## src/rtl/rng_regfile.sv

```systemverilog
module rng_regfile #(
  parameter int ADDR_W = 10,
  parameter int DATA_W = 32
) (
  input  logic              clk,
  input  logic              rst_n,
  input  logic [ADDR_W-1:0] bus_addr,
  input  logic              bus_wr,
  input  logic [DATA_W-1:0] bus_wdata,
  input  logic              bus_rd,
  output logic [DATA_W-1:0] bus_rdata,
  input  logic [DATA_W-1:0] core_word,
  input  logic              core_valid,
  input  logic              core_clk_err,
  input  logic              core_seed_err,
  output logic              core_en,
  output logic              core_ced_en,
  output logic              irq
);

  localparam logic [ADDR_W-1:0] OFF_CTRL = ADDR_W'(0);
  localparam logic [ADDR_W-1:0] OFF_STAT = ADDR_W'(4);
  localparam logic [ADDR_W-1:0] OFF_DATA = ADDR_W'(8);
  localparam int B_EN   = 2;
  localparam int B_IE   = 3;
  localparam int B_CED  = 5;
  localparam int B_RDY  = 0;
  localparam int B_CLKL = 1;
  localparam int B_SEDL = 2;
  localparam int B_CLKS = 5;
  localparam int B_SEDS = 6;

  logic              gen_en, int_en, ced_off;
  logic              ready, clk_live, seed_live, clk_stky, seed_stky;
  logic [DATA_W-1:0] buf_q;

  logic wr_ctrl, wr_stat, rd_data, clk_err_now;
  assign wr_ctrl     = bus_wr && (bus_addr == OFF_CTRL);
  assign wr_stat     = bus_wr && (bus_addr == OFF_STAT);
  assign rd_data     = bus_rd && (bus_addr == OFF_DATA);
  assign clk_err_now = core_clk_err && !ced_off;

  always_ff @(posedge clk) begin
    if (!rst_n) begin
      gen_en  <= 1'b0;
      int_en  <= 1'b0;
      ced_off <= 1'b0;
    end else if (wr_ctrl) begin
      gen_en <= bus_wdata[B_EN];
      int_en <= bus_wdata[B_IE];
      if (!gen_en) ced_off <= bus_wdata[B_CED];
    end
  end

  always_ff @(posedge clk) begin
    if (!rst_n) begin
      buf_q <= '0;
      ready <= 1'b0;
    end else if (core_valid) begin
      buf_q <= core_word;
      ready <= 1'b1;
    end else if (rd_data) begin
      ready <= 1'b0;
    end
  end

  always_ff @(posedge clk) begin
    if (!rst_n) begin
      clk_live  <= 1'b0;
      seed_live <= 1'b0;
      clk_stky  <= 1'b0;
      seed_stky <= 1'b0;
    end else begin
      clk_live  <= clk_err_now;
      seed_live <= core_seed_err;
      if (clk_err_now) clk_stky <= 1'b1;
      else if (wr_stat && !bus_wdata[B_CLKS]) clk_stky <= 1'b0;
      if (core_seed_err) seed_stky <= 1'b1;
      else if (wr_stat && !bus_wdata[B_SEDS]) seed_stky <= 1'b0;
    end
  end

  always_comb begin
    bus_rdata = '0;
    case (bus_addr)
      OFF_CTRL: begin
        bus_rdata[B_EN]  = gen_en;
        bus_rdata[B_IE]  = int_en;
        bus_rdata[B_CED] = ced_off;
      end
      OFF_STAT: begin
        bus_rdata[B_RDY]  = ready;
        bus_rdata[B_CLKL] = clk_live;
        bus_rdata[B_SEDL] = seed_live;
        bus_rdata[B_CLKS] = clk_stky;
        bus_rdata[B_SEDS] = seed_stky;
      end
      OFF_DATA: bus_rdata = buf_q;
      default:  bus_rdata = '0;
    endcase
  end

  assign core_en     = gen_en;
  assign core_ced_en = gen_en && !ced_off;
  assign irq         = int_en && (ready || clk_stky || seed_stky);

  a_r3_ced_locked: assert property (@(posedge clk) disable iff (!rst_n)
    (wr_ctrl && gen_en) |=> $stable(ced_off));
  a_r4_load_sets_ready: assert property (@(posedge clk) disable iff (!rst_n)
    core_valid |=> ready);
  a_r5_read_clears: assert property (@(posedge clk) disable iff (!rst_n)
    (rd_data && !core_valid) |=> !ready);
  a_r7_clk_sticky_holds: assert property (@(posedge clk) disable iff (!rst_n)
    (clk_stky && !wr_stat) |=> clk_stky);
  a_r7_seed_sticky_holds: assert property (@(posedge clk) disable iff (!rst_n)
    (seed_stky && !wr_stat) |=> seed_stky);
  a_r7_seed_with_live: assert property (@(posedge clk) disable iff (!rst_n)
    seed_live |-> seed_stky || $past(wr_stat));
  a_r9_irq_gated: assert property (@(posedge clk) disable iff (!rst_n)
    !int_en |-> !irq);
  a_r10_unmapped_zero: assert property (@(posedge clk) disable iff (!rst_n)
    (bus_addr != OFF_CTRL && bus_addr != OFF_STAT && bus_addr != OFF_DATA) |-> bus_rdata == '0);

endmodule

```

## config.mk

```make
export PLATFORM = sky130hd
export DESIGN_NAME = rng_regfile
export DESIGN_NICKNAME = d
export VERILOG_FILES = /design/src/rtl/rng_regfile.sv
export SDC_FILE = /design/constraint.sdc
export NUM_CORES = 1
export LEC_CHECK = 0
export BUFFER_PORTS_ARGS = -buffer_cell sky130_fd_sc_hd__buf_2
export CAP_MARGIN = 20
export CELL_PAD_IN_SITES_DETAIL_PLACEMENT = 1
export CELL_PAD_IN_SITES_GLOBAL_PLACEMENT = 1
export CORE_AREA = 2 2 83 85
export CTS_CLUSTER_DIAMETER = 50
export CTS_CLUSTER_SIZE = 30
export DETAILED_ROUTE_END_ITERATION = 8
export DIE_AREA = 0 0 85 87
export GPL_ROUTABILITY_DRIVEN = 1
export PLACE_DENSITY = 0.88
export SYNTH_ARGS = -nofsm -noshare
export SYNTH_HDL_FRONTEND = slang
export SYNTH_SLANG_ARGS = --single-unit
```

## constraint.sdc

```tcl
create_clock -name clk -period 4.05 [get_ports clk]
set_clock_uncertainty 0.1 [all_clocks]
set_input_delay 0.6075 -clock clk [delete_from_list [all_inputs] [get_ports clk]]
set_output_delay 0.6075 -clock clk [all_outputs]
set_load 0.005 [all_outputs]
```

# == Word-level counts from Yosys, hierarchy flattened ==
# Index checks and enable logic that the tools add are counted.
# word_totals
in_bits,81
elab_cells,43
out_inout_bits,35
register_bits,40
# classes
bitwise,1
n_eq_ne,2
n_mux,13
n_reduce_logical,18
# op_table
cell,n
25-bit two-way mux,1
10-bit by 3-bit equality test with 1-bit output (second input constant),1
10-bit by 4-bit equality test with 1-bit output (second input constant),1
10-bit zero test,1
1-bit logical AND,8
1-bit two-way mux,7
1-bit one-hot mux with 3 select lines,2
2-bit nonzero test,3
1-bit one-hot mux with 2 select lines,2
2-bit one-hot mux with 2 select lines,1
1-bit zero test,3
1-bit logical OR,2
2-bit AND reduction,1
1-bit inverter,1

# == Depth between registers and ports, before layout ==
# Gate-level depths: netlist (run 1).
# logic_depth
ltp_word,5
mapped_depth,6
depth_no_buf,3

# == Worst setup path before layout (run 1) ==
# Ideal clock, no wire load.
# synth_timing
path_type,input port to output port
startpoint,input bus_addr[2]
endpoint,output bus_rdata[22]
required_ns,3.342
slack_ns,1.864
n_path_buf,3
path_stages,6
arrival_ns,1.478
path_cell_list,buf_2 -> nor2b_2 -> and3_1 -> buf_4 -> buf_6 -> and2_1
# synth_between
elab_chain_cells,2
# synth_rtl
element,line_no,source
"start, declared",7,"input logic [ADDR_W-1:0] bus_addr,"
10-bit by 4-bit equality test with 1-bit output,85,case (bus_addr)
25-bit two-way mux,85,
"end, declared",11,"output logic [DATA_W-1:0] bus_rdata,"
# Every way passes these cells.

# == Final worst setup path (run 1) ==
# layout_timing
startpoint,input bus_addr[3]
endpoint,output bus_rdata[11]
# Same word-level chain as after synthesis.

==> results of run 1 <==
Yosys cell counts (all sizes together):
master / n / share of area
mux2i: 38 / 0.20
clkbuf: 4 / 0.0079
a2bb2oi: 2 / 0.0093
nand2: 7 / 0.014
nand4: 2 / 0.0066
nor3: 4 / 0.011
and3b: 1 / 0.0046
inv: 1 / 0.0020
a22oi: 3 / 0.012
nor4: 2 / 0.022
nor2: 6 / 0.012
nor2b: 36 / 0.12
buf: 9 / 0.033
and3: 1 / 0.0033
o21ai: 3 / 0.0079
o31a: 1 / 0.0046
dfxtp: 40 / 0.42
nand2b: 1 / 0.0033
and2: 28 / 0.093
a31oi: 3 / 0.0099
report_power, final:
part           internal (mW)  switching (mW)  total [mW]  leakage, nW
Clock                  0.183           0.138       0.321       0.0552
Sequential             0.415          0.0101       0.425        0.330
Combinational         0.0494          0.0426      0.0921        0.843
layer usage:
layer / up-vias / wire length [µm]
met2: 60 / 2347
li1: 802 / -
met5: - / 0
met3: 7 / 269
met1: 741 / 2036
met4: 0 / 46
state kept, by name, summed over array words and instances, names as in the netlist:
signal	cells
clk_live	1
int_en	1
buf_q	32
seed_live	1
clk_stky	1
seed_stky	1
core_en	1
ready	1
ced_off	1
kinds of logic (layout without fill, tap and decap cells):
| kind of cell | count (synthesis) | count (layout) | synth area share |
|---|---|---|---|
| mux | 38 | 38 | 0.2009 |
| simple gates | 88 | 88 | 0.2895 |
| compound gates | 12 | 12 | 0.04362 |
| flops | 40 | 40 | 0.4230 |
| buf+inv | 14 | 96 | 0.04295 |
layout make-up:
type,instances,share of cell area
Clock buffer,6,0.02952
Clock inverter,2,0.01425
Inverter,1,0.001527
Multi-Input combinational cell,138,0.4112
Sequential cell,40,0.3257
Tap cell,80,0.04071
Timing Repair Buffer,87,0.1771
cells in the final DEF, fill, tap and decap left out:
cell type / n
a31oi_1: 3
inv_1: 1
and2_1: 28
nor4_4: 2
nor2b_1: 35
clkinv_2: 1
nor2b_2: 1
nand2_1: 7
nand2b_1: 1
and3_1: 1
mux2i_1: 38
a2bb2oi_1: 2
a22oi_1: 3
o21ai_0: 3
nor3_1: 4
nor2_1: 6
nand4_1: 2
clkbuf_8: 5
dfxtp_1: 40
buf_2: 87
o31a_1: 1
bufinv_16: 1
clkbuf_1: 1
and3b_1: 1
critical path, delay by kind of cell:
family | cells | cell delay (ns)
simple gates | 3 | 1.30
buf+inv | 2 | 0.29
metrics by stage:
stage	cells	cell area, µm²
floorplan	192	1893
global placement	346	2351
detailed placement	346	2351
CTS	354	2459
global route	354	2459
finish	354	2459
worst paths after layout:
check	start	end	slack, ns	cells past startpoint
setup / recovery	bus_addr[3]	bus_rdata[11]	1.13	5
hold / removal	int_en	int_en	0.39	2
setup reg to reg	ced_off	clk_stky	2.96	3
hold reg to reg	int_en	int_en	0.39	2
==> results.toml, run 1 <==
[pwr]
p_leak_nw = 1.229
powerDensity_nw_per_um2 = 341.0
total_power_uw = 838.4
peakVddDrop_uv = 114.6

[clocking]
hold_buffers = 0
clkLatencyLatePin_ns = 0.28
clkTransAtPathRegs_ns = 0.07
cts_sinks = 40
clockBufferDepth = 2
root_buffer = "clkbuf_8"
post_cts_resized = 0
h-tree-depth = 2
post_cts_buffers = 0
cts_buffers = 5
cts_tree = "yes"

[route]
totalWireLength_um = 4700
drt.antenna.violating_nets = 0
drc_errors = 0
viasPerCell = 4.548
routedWlPerCell_um = 13.28
vias = 1610
drt_iter0_drc = 30
dr.pass1.iters = 4

[sta]
slew_headroom = 0.3379
finalSetupTns_ns = 0
fin_ws_ns = 1.134
setup_viol = 0
fin_hold_ws_ns = 0.3910
rsz0062_at_grt = "false"
tightest_slew_ns = 0.9932
maxSlewViolCount = 0
fin_crit_sh = 0.7200
fmax_mhz = 342.9
post-route-min-period_ns = 2.916
finalHoldViolations = 0

[grt]
grtUsageTotal = 0.1307
grt_pass1_vias = 1667
overflow = 0
grt.busiest_layer = "met2"
grt_pass1_wl_um = 7728
gr-usage-met1 = 0.1471
grt_start_max_net_pins = 44
use_met2 = 0.2443
antenna_found_initial = 0
met3_usage = 0.03033

[die]
io_pins = 116
die_w_um = 85
dieArea_um2 = 7395
die_h_um = 87
std_cell_rows = 30
core-area_um2 = 6569
start_util = 0.2882

[yosys]
yosysWarnings = 0
synth_nets = 273
synth_cell_types = 23
seq_area_frac_synth = 0.4230
synth_cells = 192
syn_area_um2 = 1893
synth_seq_cells = 40
syn_area_per_cell_um2 = 9.860

[worst_setup_path]
cp_cell_sequence = "buf_2 > nor2b_2 > and3_1 > and2_1 > buf_2"
cp_max_fo = 27
path_common_cell = "buf_2"
required_ns = 3.34
criticalPathCategory = "input pin to output port"
crit_path_start_kind = "input pin"
max_stage_delay_ns = 0.75
cp_slowest_cell = "and3_1"
worstPathArrival_ns = 2.21
cp-end-kind = "output port"

[final_layout]
layout-drive-gt1-share = 0.3540
fill_cells = 785
utilization = 0.3743
area_delta_synth_final_pct = 29.87
seq_area_um2 = 800.8
antennaDiodeCount = 0
layout.nets = 354
multi_input_area_um2 = 1011

[place]
port_buffers = 87
detailedPlace.worstSlack_ns = 1.099
gp_congestion = 0.7938
dpl.hpwl_um = 3487

[outcome]
status = "completed"

[job]
maxCapViolations = 0

[hold_path]
hold_class = "flop to flop"
(Power assumes the default switching activity.)
==> run 2, diff against run 1 <==
==> constraint.sdc (replaced) <==
create_clock -name clk -period 2.9 [get_ports clk]
set_clock_uncertainty 0.1 [all_clocks]
set_input_delay 0.435 -clock clk [delete_from_list [all_inputs] [get_ports clk]]
set_output_delay 0.435 -clock clk [all_outputs]
set_load 0.005 [all_outputs]
==> run 2 against run 1 <==
Cell area up 0.31%. Cell count up 0.85%. Largest cell class unchanged. Routed wire length about the same. Clock-buffer cell count unchanged. Utilization up 0.11 points. Sequential cell count unchanged. Setup slack worse by 0.38 ns. Worst hold slack worse by 0.16 ns. Sequential power up 40%. Global-route usage up 0.23 points.
==> results.toml, run 2 (synthesis gave the netlist of run 1 again) <==
[place]
dpl.hpwl_um = 3706
port_buffers = 87
gp_congestion = 0.8095
place_inst = 349

[final_layout]
mostFrequentLayoutCell = "buf_2"
layout.nets = 357
top_register = "buf_q"
area_delta_synth_final_pct = 30.27
largest_register_ffs = 32
layout-drive-gt1-share = 0.3646
mostFrequentLayoutCells = "87 x buf_2, 40 x dfxtp_1, 38 x mux2i_1"
antennaDiodeCount = 0
final_cells = 357
fill_cells = 810

[pwr]
p_leak_nw = 1.240
powerDensity_nw_per_um2 = 447.9
peakVddDrop_uv = 159.6

[clocking]
h-tree-depth = 2
clkTransAtPathRegs_ns = 0.08
root_buffer = "clkbuf_8"
hold_buffers = 0
clockBufferDepth = 2
cts_sinks = 40
cts_tree = "yes"
post_cts_resized = 0
clkLatencyLatePin_ns = 0.28
post_cts_buffers = 0
cts_buffers = 5

[route]
drc_errors = 0
dr.pass1.iters = 4
drt_iter0_drc = 27
drt.antenna.violating_nets = 0
totalWireLength_um = 4704
routedWlPerCell_um = 13.18
viasPerCell = 4.535
vias = 1619

[sta]
rsz0062_at_grt = "false"
fin_crit_sh = 0.7393
slew_headroom = 0.5910
maxSlewViolCount = 0
fmax_mhz = 466.4
setup_viol = 0
fin_hold_ws_ns = 0.2353
finalSetupTns_ns = 0
finalHoldViolations = 0
tightest_slew_ns = 0.6135
post-route-min-period_ns = 2.144

[worst_setup_path]
reg2reg_depth = 3
cp_max_fo = 16
criticalPathCategory = "input pin to output port"
cp-end-kind = "output port"
required_ns = 2.37
worstPathArrival_ns = 1.61
crit_path_start_kind = "input pin"

[grt]
grtUsageTotal = 0.1330
overflow = 0
grt_pass1_wl_um = 7824
grt_pass1_vias = 1659
grt_start_max_net_pins = 44
antenna_found_initial = 0

[die]
core-area_um2 = 6569
std_cell_rows = 30
io_pins = 116
dieArea_um2 = 7395
die_h_um = 87
start_util = 0.2882
die_w_um = 85

[outcome]
status = "completed"

[hold_path]
holdPathStages = 2
hold_class = "input pin to flop"

[job]
maxCapViolations = 0
-- run 2: layer usage --
layer / share of wire / GRT usage / vias up / wire length, µm
li1: - / - / 809 / -
met1: 0.42 / 0.1566 / 747 / 1972
met2: 0.50 / 0.2386 / 57 / 2357
met3: 0.068 / 0.03602 / 6 / 321
met4: 0.011 / 0.03463 / 0 / 53
met5: 0 / 0 / - / 0
-- run 2: layout make-up --
type	count	area (µm²)	area share
clock buffer	6	82.58	0.03349
inverter	1	3.754	0.001522
clock inverter	2	10.01	0.004059
multi-input combinational	138	1011	0.4099
sequential	40	800.8	0.3247
timing repair buffer	90	457.9	0.1857
tap	80	100.1	0.04059
-- run 2: critical path: stages --
cell and delay [ns]:
buf_2 0.11, nor4_4 0.36, and3_1 0.24, buf_4 0.19
and2_1 0.15, buf_2 0.11
-- run 2: power by group --
part	internal [mW]	switching (mW)	leakage [nW]
Combinational	0.0690	0.0595	0.859
Clock	0.190	0.192	0.0510
Sequential	0.580	0.0141	0.330
-- run 2: through the flow --
stage	utilization	area (µm²)	worst slack, ns	total power [mW]
after global placement	0.3613	2374	0.7697	0.7310
after detailed placement	0.3613	2374	0.7241	0.7391
after CTS	0.3754	2466	0.7229	1.132
final	0.3754	2466	0.7559	1.105
after global routing	0.3754	2466	0.6267	1.180
after floorplan	-	1893	1.059	0.6816
-- run 2: final timing paths --
check                            startpoint  slack, ns       endpoint
worst max-delay path            bus_addr[1]       0.76  bus_rdata[11]
worst min-delay path                 bus_rd       0.24          ready
worst max register to register      ced_off       1.78       clk_stky
worst min register to register       int_en       0.40         int_en
